`config.mk`:
```
export PLATFORM = sky130hd
export DESIGN_NAME = warp_issue_sched
export DESIGN_NICKNAME = d
export VERILOG_FILES = /design/src/rtl/wis_pkg.sv /design/src/rtl/wis_slot_buf.sv /design/src/rtl/wis_scoreboard.sv /design/src/rtl/wis_rr_pick.sv /design/src/rtl/warp_issue_sched.sv
export SDC_FILE = /design/constraint.sdc
export NUM_CORES = 2
export LEC_CHECK = 0
export CORE_MARGIN = 4
export CORE_UTILIZATION = 45
export CTS_BUF_LIST = sky130_fd_sc_hd__clkbuf_8
export DETAILED_ROUTE_END_ITERATION = 10
export SYNTH_ARGS = -nofsm -noshare
export SYNTH_HDL_FRONTEND = slang
export SYNTH_SLANG_ARGS = --single-unit
```
`constraint.sdc`:
```
create_clock -name clk -period 18.7 [get_ports clk]
set_clock_uncertainty 0.2 [all_clocks]
set_input_delay 4.675 -clock clk [delete_from_list [all_inputs] [get_ports clk]]
set_output_delay 4.675 -clock clk [all_outputs]
set_load 0.05 [all_outputs]
```
`src/rtl/wis_pkg.sv`:
```
package wis_pkg;
    localparam int REG_IDX_W     = 4;
    localparam int NUM_REGS      = 1 << REG_IDX_W;
    localparam int REG_FIELDS_W  = 3 * REG_IDX_W;
    localparam int WARP_THREADS  = 32;
    localparam int DATAPATH_LANES = 8;
    localparam int LANE_GROUPS   = WARP_THREADS / DATAPATH_LANES;

    typedef struct packed {
        logic [REG_IDX_W-1:0] src_b;
        logic [REG_IDX_W-1:0] src_a;
        logic [REG_IDX_W-1:0] dst;
    } reg_fields_t;
endpackage

```
`src/rtl/wis_slot_buf.sv`:
```
module wis_slot_buf #(
    parameter int NUM_WARPS = 24,
    parameter int INSTR_W   = 32,
    parameter int WID_W     = 5
) (
    input  logic                              clk,
    input  logic                              rst_n,
    input  logic                              wr_en,
    input  logic [WID_W-1:0]                  wr_warp,
    input  logic [INSTR_W-1:0]                wr_instr,
    input  logic                              free_en,
    input  logic [WID_W-1:0]                  free_warp,
    input  logic [WID_W-1:0]                  q_warp,
    output logic                              q_free,
    output logic [NUM_WARPS-1:0]              slot_vld,
    output logic [NUM_WARPS-1:0][INSTR_W-1:0] slot_instr
);
    typedef struct packed {
        logic [NUM_WARPS-1:0]              vld;
        logic [NUM_WARPS-1:0][INSTR_W-1:0] instr;
    } buf_t;

    buf_t buf_d, buf_q;

    always_comb begin
        buf_d = buf_q;
        for (int w = 0; w < NUM_WARPS; w++) begin
            if (free_en && free_warp == WID_W'(w)) begin
                buf_d.vld[w] = 1'b0;
            end
            if (wr_en && wr_warp == WID_W'(w)) begin
                buf_d.vld[w]   = 1'b1;
                buf_d.instr[w] = wr_instr;
            end
        end
    end

    always_ff @(posedge clk) begin
        if (!rst_n) buf_q <= '0;
        else        buf_q <= buf_d;
    end

    always_comb begin
        q_free = 1'b0;
        for (int w = 0; w < NUM_WARPS; w++) begin
            if (q_warp == WID_W'(w)) q_free = ~buf_q.vld[w];
        end
    end

    assign slot_vld   = buf_q.vld;
    assign slot_instr = buf_q.instr;
endmodule

```
`src/rtl/wis_scoreboard.sv`:
```
module wis_scoreboard
    import wis_pkg::*;
#(
    parameter int NUM_WARPS = 24,
    parameter int WID_W     = 5
) (
    input  logic                          clk,
    input  logic                          rst_n,
    input  logic                          set_en,
    input  logic [WID_W-1:0]              set_warp,
    input  logic [REG_IDX_W-1:0]          set_reg,
    input  logic                          clr_en,
    input  logic [WID_W-1:0]              clr_warp,
    input  logic [REG_IDX_W-1:0]          clr_reg,
    output logic [NUM_WARPS*NUM_REGS-1:0] pend
);
    localparam int BITS = NUM_WARPS * NUM_REGS;

    logic [BITS-1:0] pend_d, pend_q;

    // Clear first, then set: an issue in the same clock wins.
    always_comb begin
        pend_d = pend_q;
        if (clr_en) pend_d[{clr_warp, clr_reg}] = 1'b0;
        if (set_en) pend_d[{set_warp, set_reg}] = 1'b1;
    end

    always_ff @(posedge clk) begin
        if (!rst_n) pend_q <= '0;
        else        pend_q <= pend_d;
    end

    assign pend = pend_q;
endmodule

```
`src/rtl/wis_rr_pick.sv`:
```
module wis_rr_pick #(
    parameter int NUM_WARPS = 24,
    parameter int WID_W     = 5
) (
    input  logic [NUM_WARPS-1:0] req,
    input  logic [WID_W-1:0]     ptr,
    output logic                 gnt_vld,
    output logic [WID_W-1:0]     gnt_idx
);
    // Walk offsets from far to near so the nearest request is written last.
    always_comb begin
        int cand;
        gnt_vld = 1'b0;
        gnt_idx = '0;
        for (int off = NUM_WARPS - 1; off >= 0; off--) begin
            cand = int'(ptr) + off;
            if (cand >= NUM_WARPS) cand = cand - NUM_WARPS;
            if (req[cand]) begin
                gnt_vld = 1'b1;
                gnt_idx = WID_W'(cand);
            end
        end
    end
endmodule

```
`src/rtl/warp_issue_sched.sv`:
```
module warp_issue_sched
    import wis_pkg::*;
#(
    parameter int NUM_WARPS = 24,
    parameter int INSTR_W   = 32,
    localparam int WID_W    = (NUM_WARPS > 1) ? $clog2(NUM_WARPS) : 1,
    localparam int LG_W     = $clog2(LANE_GROUPS)
) (
    input  logic                 clk,
    input  logic                 rst_n,
    input  logic                 fetch_valid,
    input  logic [WID_W-1:0]     fetch_warp,
    input  logic [INSTR_W-1:0]   fetch_instr,
    output logic                 fetch_ready,
    input  logic                 wb_valid,
    input  logic [WID_W-1:0]     wb_warp,
    input  logic [REG_IDX_W-1:0] wb_reg,
    output logic                 iss_valid,
    output logic [WID_W-1:0]     iss_warp,
    output logic [INSTR_W-1:0]   iss_instr,
    output logic [LG_W-1:0]      iss_lane_grp
);
    localparam logic [LG_W-1:0]  LG_LAST   = LG_W'(LANE_GROUPS - 1);
    localparam logic [WID_W-1:0] WARP_LAST = WID_W'(NUM_WARPS - 1);

    typedef struct packed {
        logic                busy;
        logic [LG_W-1:0]     lg;
        logic [WID_W-1:0]    warp;
        logic [INSTR_W-1:0]  instr;
        logic [WID_W-1:0]    rr_ptr;
    } disp_t;

    disp_t disp_d, disp_q;

    logic [NUM_WARPS-1:0]              slot_vld;
    logic [NUM_WARPS-1:0][INSTR_W-1:0] slot_instr;
    logic [NUM_WARPS*NUM_REGS-1:0]     pend;
    logic [NUM_WARPS-1:0]              elig;
    logic                              gnt_vld;
    logic [WID_W-1:0]                  gnt_idx;
    logic                              can_start;
    logic                              start;
    logic [INSTR_W-1:0]                sel_instr;
    reg_fields_t                       sel_f;
    logic                              fetch_take;

    assign fetch_take = fetch_valid & fetch_ready;

    wis_slot_buf #(
        .NUM_WARPS (NUM_WARPS),
        .INSTR_W   (INSTR_W),
        .WID_W     (WID_W)
    ) slots_i (
        .clk        (clk),
        .rst_n      (rst_n),
        .wr_en      (fetch_take),
        .wr_warp    (fetch_warp),
        .wr_instr   (fetch_instr),
        .free_en    (start),
        .free_warp  (gnt_idx),
        .q_warp     (fetch_warp),
        .q_free     (fetch_ready),
        .slot_vld   (slot_vld),
        .slot_instr (slot_instr)
    );

    // Eligibility: slot holds an instruction and none of its registers is in flight.
    for (genvar w = 0; w < NUM_WARPS; w++) begin : g_elig
        reg_fields_t          f;
        logic [NUM_REGS-1:0]  wp;
        assign f  = reg_fields_t'(slot_instr[w][REG_FIELDS_W-1:0]);
        assign wp = pend[w*NUM_REGS +: NUM_REGS];
        assign elig[w] = slot_vld[w] & ~wp[f.dst] & ~wp[f.src_a] & ~wp[f.src_b];
    end

    wis_rr_pick #(
        .NUM_WARPS (NUM_WARPS),
        .WID_W     (WID_W)
    ) pick_i (
        .req     (elig),
        .ptr     (disp_q.rr_ptr),
        .gnt_vld (gnt_vld),
        .gnt_idx (gnt_idx)
    );

    assign can_start = ~disp_q.busy | (disp_q.lg == LG_LAST);
    assign start     = can_start & gnt_vld;
    assign sel_instr = slot_instr[gnt_idx];
    assign sel_f     = reg_fields_t'(sel_instr[REG_FIELDS_W-1:0]);

    wis_scoreboard #(
        .NUM_WARPS (NUM_WARPS),
        .WID_W     (WID_W)
    ) sb_i (
        .clk      (clk),
        .rst_n    (rst_n),
        .set_en   (start),
        .set_warp (gnt_idx),
        .set_reg  (sel_f.dst),
        .clr_en   (wb_valid),
        .clr_warp (wb_warp),
        .clr_reg  (wb_reg),
        .pend     (pend)
    );

    always_comb begin
        disp_d = disp_q;
        if (disp_q.busy) begin
            if (disp_q.lg == LG_LAST) disp_d.busy = 1'b0;
            else                      disp_d.lg   = disp_q.lg + 1'b1;
        end
        if (start) begin
            disp_d.busy   = 1'b1;
            disp_d.lg     = '0;
            disp_d.warp   = gnt_idx;
            disp_d.instr  = sel_instr;
            disp_d.rr_ptr = (gnt_idx == WARP_LAST) ? '0 : gnt_idx + 1'b1;
        end
    end

    always_ff @(posedge clk) begin
        if (!rst_n) disp_q <= '0;
        else        disp_q <= disp_d;
    end

    assign iss_valid    = disp_q.busy;
    assign iss_warp     = disp_q.warp;
    assign iss_instr    = disp_q.instr;
    assign iss_lane_grp = disp_q.lg;
endmodule

```
==> results.cfg <==
[logic_synthesis]
ys_seq_elements = 1221
synth_top_family_by_area = compound AO/OA/AOI/OAI gates
synthMuxAreaShare_pct = 16.7
synth_flop_cell = dfxtp_1
ys_seq_area_share_pct = 36.5
synth_edf_count = 0
syn_inst = 8220
synth_cell_types = 107
synthAdderAreaFrac_pct = 0.803
syn_area_sq_mm = 0.0670
syn_nets = 8313
ys_warn_count = 0
synth-simple-area-share_pct = 18.0
synthXorXnorAreaFrac_pct = 0.300
synth_compound_area_share_pct = 22.3
synthArstFlopShare_pct = 0
avgSynthCellArea_sq_um = 8.16

[cells_and_area]
final_cells = 9972
nets = 7945
synthToLayoutAreaGrowth_pct = 8.52
final_util_pct = 49.2
postLayoutCellArea_sq_mm = 0.0728
drive_above_1_share_pct = 12.0

[die]
die-area_sq_mm = 0.155
die_h_um = 394
die_x_um = 394
placement_rows = 141
coreArea_sq_mm = 0.148
num_io_pins = 91
initial_utilization_pct = 45.3

[critical_path]
crit_top_cell = o21ai_0
crit_path_max_fanout = 20
rr_worst_depth = 21
critPathLaunch = fetch_warp[0]
path_class = in2out
end_kind = output port
timing.rr.end = sb_i.pend[38]
crit_path_end = fetch_ready
r2r_slack_ns = 7.57
cp_cell_sequence = clkdlybuf4s50_1 -> buf_4 -> nor2b_1 -> a2111oi_0 -> o211ai_1 -> o31ai_1 -> o21ai_0 -> o21ai_0 -> o21ai_0 -> o311a_1 -> o22ai_1 -> a21o_1 -> clkdlybuf4s50_1
cpPeakStageDelay_ns = 0.90
crit_path_top_delay_cell = clkdlybuf4s50_1
crit_arrival_ns = 8.18
cp-start-kind = primary input
rr_startpoint = disp_q[3]
cp.required_ns = 13.82

[cts]
cts-root-buf = clkbuf_8
cts_tree = yes
clock_sinks = 1221
cts_buffers = 209
htree_levels = 4
postCtsHoldBufs = 0
cts_setup_buffers = 0
clkLatencyLatePin_ns = 0.98
path_clk_slew_ns = 0.06
post_cts_resized = 0
clk_path_buf_depth = 3

[drt]
routedWlPerCell_um = 29.1
drtAntennaViolNets = 0
wl_um = 290000
num_vias = 65700
drc = 0
first_pass_iters = 8
first_iter_violations = 9253
vias_per_cell = 6.59

[timing]
setup_tns_ns = 0
fmax_mhz = 76.6
slew_violations = 0
fin_crit_ns = 13.05
fin_crit_sh_pct = 69.8
worstMarginPinSlew_ns = 1.39
hold_viol_final = 0
slew_headroom_pct = 6.34
finalSetupViolations = 0
rsz0062_at_grt = no

[power_and_ir_drop]
switching_share_pct = 57.9
power.density_mw_per_mm2 = 215
peakVddDrop_v = 0.000930
pwr-share-clk_pct = 16.5
intPower_uw = 6570
switching_power_uw = 9050
p_comb_share_pct = 65.7
power.leakage_uw = 0.0237
p_seq_share_pct = 17.8

[place]
finalWeightedCongestion = 0.990
dp_cells = 9571
place_area_sq_mm = 0.0683
placement.io_buffers = 90
hpwl_um = 184000

[status]
status = finished, final reports clean

[global_route]
grt_overflow_total = 0
grt_pass1_wl_um = 419000
grt_pass1_vias = 60200
grt_max_degree = 133
antenna_found_initial = 25
track_usage_pct = 35.8

[min_path]
hold_path.startpoint = slots_i.slot_instr[84]
worstHoldPathType = reg2reg

[job]
maxCapViolations = 0
==> cells in the mapped netlist (19+ instances only) <==
cell / number / share of area (%)
buf_4: 57 / 0.64
nor3_1: 66 / 0.49
mux4_2: 257 / 8.6
nor2b_1: 41 / 0.38
nand4_1: 50 / 0.47
o22ai_1: 54 / 0.50
a21oi_1: 958 / 7.2
a211oi_1: 29 / 0.32
buf_1: 31 / 0.17
dfxtp_1: 1221 / 36
o211ai_1: 439 / 4.9
nand2b_1: 29 / 0.27
nor4_1: 26 / 0.24
clkbuf_1: 638 / 3.6
a22oi_1: 54 / 0.60
o31ai_1: 27 / 0.30
mux2i_1: 414 / 6.2
buf_2: 84 / 0.63
nand2_1: 2011 / 11
mux2_2: 110 / 1.8
ha_1: 43 / 0.80
o21ai_0: 275 / 2.1
xnor2_1: 19 / 0.25
o21ai_1: 325 / 2.4
inv_1: 79 / 0.44
nand3_1: 112 / 0.84
a31oi_1: 26 / 0.24
a21o_1: 20 / 0.22
nand3b_1: 45 / 0.50
nor2_1: 257 / 1.4
==> layout by cell type (no fill, tap or decap), types with 14 or more instances in the layout <==
| cell type | Yosys | final |
|---|---|---|
| or2_2 | 18 | 18 |
| o21ai_1 | 325 | 325 |
| mux2i_1 | 414 | 414 |
| nor2_1 | 257 | 243 |
| ha_1 | 43 | 43 |
| buf_4 | 57 | 144 |
| nand4_1 | 50 | 50 |
| o211ai_1 | 439 | 439 |
| a22o_1 | 18 | 18 |
| a32oi_1 | 17 | 17 |
| dfxtp_1 | 1221 | 1219 |
| nand3_1 | 112 | 107 |
| mux4_2 | 257 | 257 |
| nand2b_1 | 29 | 29 |
| mux2_2 | 110 | 110 |
| and3_1 | 16 | 16 |
| a21o_1 | 20 | 20 |
| diode_2 | 0 | 18 |
| o22ai_1 | 54 | 54 |
| nor3_1 | 66 | 57 |
| a22oi_1 | 54 | 54 |
| clkbuf_8 | 0 | 270 |
| o21ai_0 | 275 | 275 |
| o221ai_1 | 18 | 18 |
| nor2b_1 | 41 | 41 |
| nor4_1 | 26 | 22 |
| a21oi_1 | 958 | 958 |
| xnor2_1 | 19 | 19 |
| and2_1 | 13 | 15 |
| nor3b_1 | 15 | 14 |
| inv_1 | 79 | 150 |
| or3_1 | 17 | 17 |
| nand4_4 | 8 | 14 |
| a211oi_1 | 29 | 29 |
| nand3b_1 | 45 | 45 |
| a31oi_1 | 26 | 25 |
| clkdlybuf4s50_1 | 0 | 77 |
| nand2_1 | 2011 | 2010 |
| o31ai_1 | 27 | 27 |
| clkinv_2 | 0 | 18 |
==> power groups by stage <==
stage / sequential (uW) / clock (uW) / combinational, uW
finish: 2780 / 2580 / 10300
global route: 2780 / 2720 / 10500
CTS: 2770 / 2600 / 9800
detailed placement: 2830 / 0 / 9780
global placement: 2830 / 0 / 9780
floorplan: 2800 / 0 / 5950
==> metrics by stage <==
step	total power, uW	setup slack [ns]	hold slack [ns]
after floorplan	8750	7.20	0.233
after global placement	12600	5.43	0.238
after detailed placement	12600	5.69	0.244
after CTS	15200	5.66	0.252
after global routing	16000	5.49	0.266
final	15600	5.65	0.251
==> worst min-delay path by stage <==
stage	end	slack, ns	cells past startpoint
detailed placement	slots_i.slot_instr[123]	0.24	2
CTS	slots_i.slot_instr[123]	0.25	2
global route	slots_i.slot_instr[365]	0.27	2
finish	slots_i.slot_instr[84]	0.25	2
floorplan	slots_i.slot_instr[236]	0.23	2
global placement	slots_i.slot_instr[506]	0.24	2
==> cell type report <==
type                    count  area (sq um)
flip-flops and latches   1221         24400
multi-input cells        6103         39100
fillers                 14200         75100
clock buffers             270          3720
diodes                     18          45.0
repair buffers            235          1950
inverters                  82           318
clock inverters           113           731
well taps                1930          2410
==> kinds of logic after synthesis <==
logic type / after synthesis
DFF: 1221
AOI/OAI and AO/OA: 2453
and+or+nand+nor: 2802
muxes: 782
xor gates and xnor gates: 23
buffers and inverters: 896
adders and majority gates: 43
==> per-layer routing <==
layer	part of all wire [%]	global-route usage (%)	up-vias	wire length (um)
li1	-	-	28800	-
met1	41	49.4	32000	118000
met2	42	51.8	4106	121000
met3	12	9.72	825	34700
met4	5.4	16.8	4	15500
met5	0.0090	0	-	26
==> worst max-delay path: cells and delay by family <==
kind            cells  cell delay [ns]
compound gates      9             1.68
buf+inv             3             1.65
simple gates        1             0.15
==> state kept, by name (all words and copies together) (netlist names) <==
name and count:
disp_q 5, iss_valid 1, iss_lane_grp 2, slots_i.slot_instr 768, slots_i.slot_vld 24, sb_i.pend 384, iss_instr 32, iss_warp 5
No activity file was read; power rests on OpenSTA's default activity.
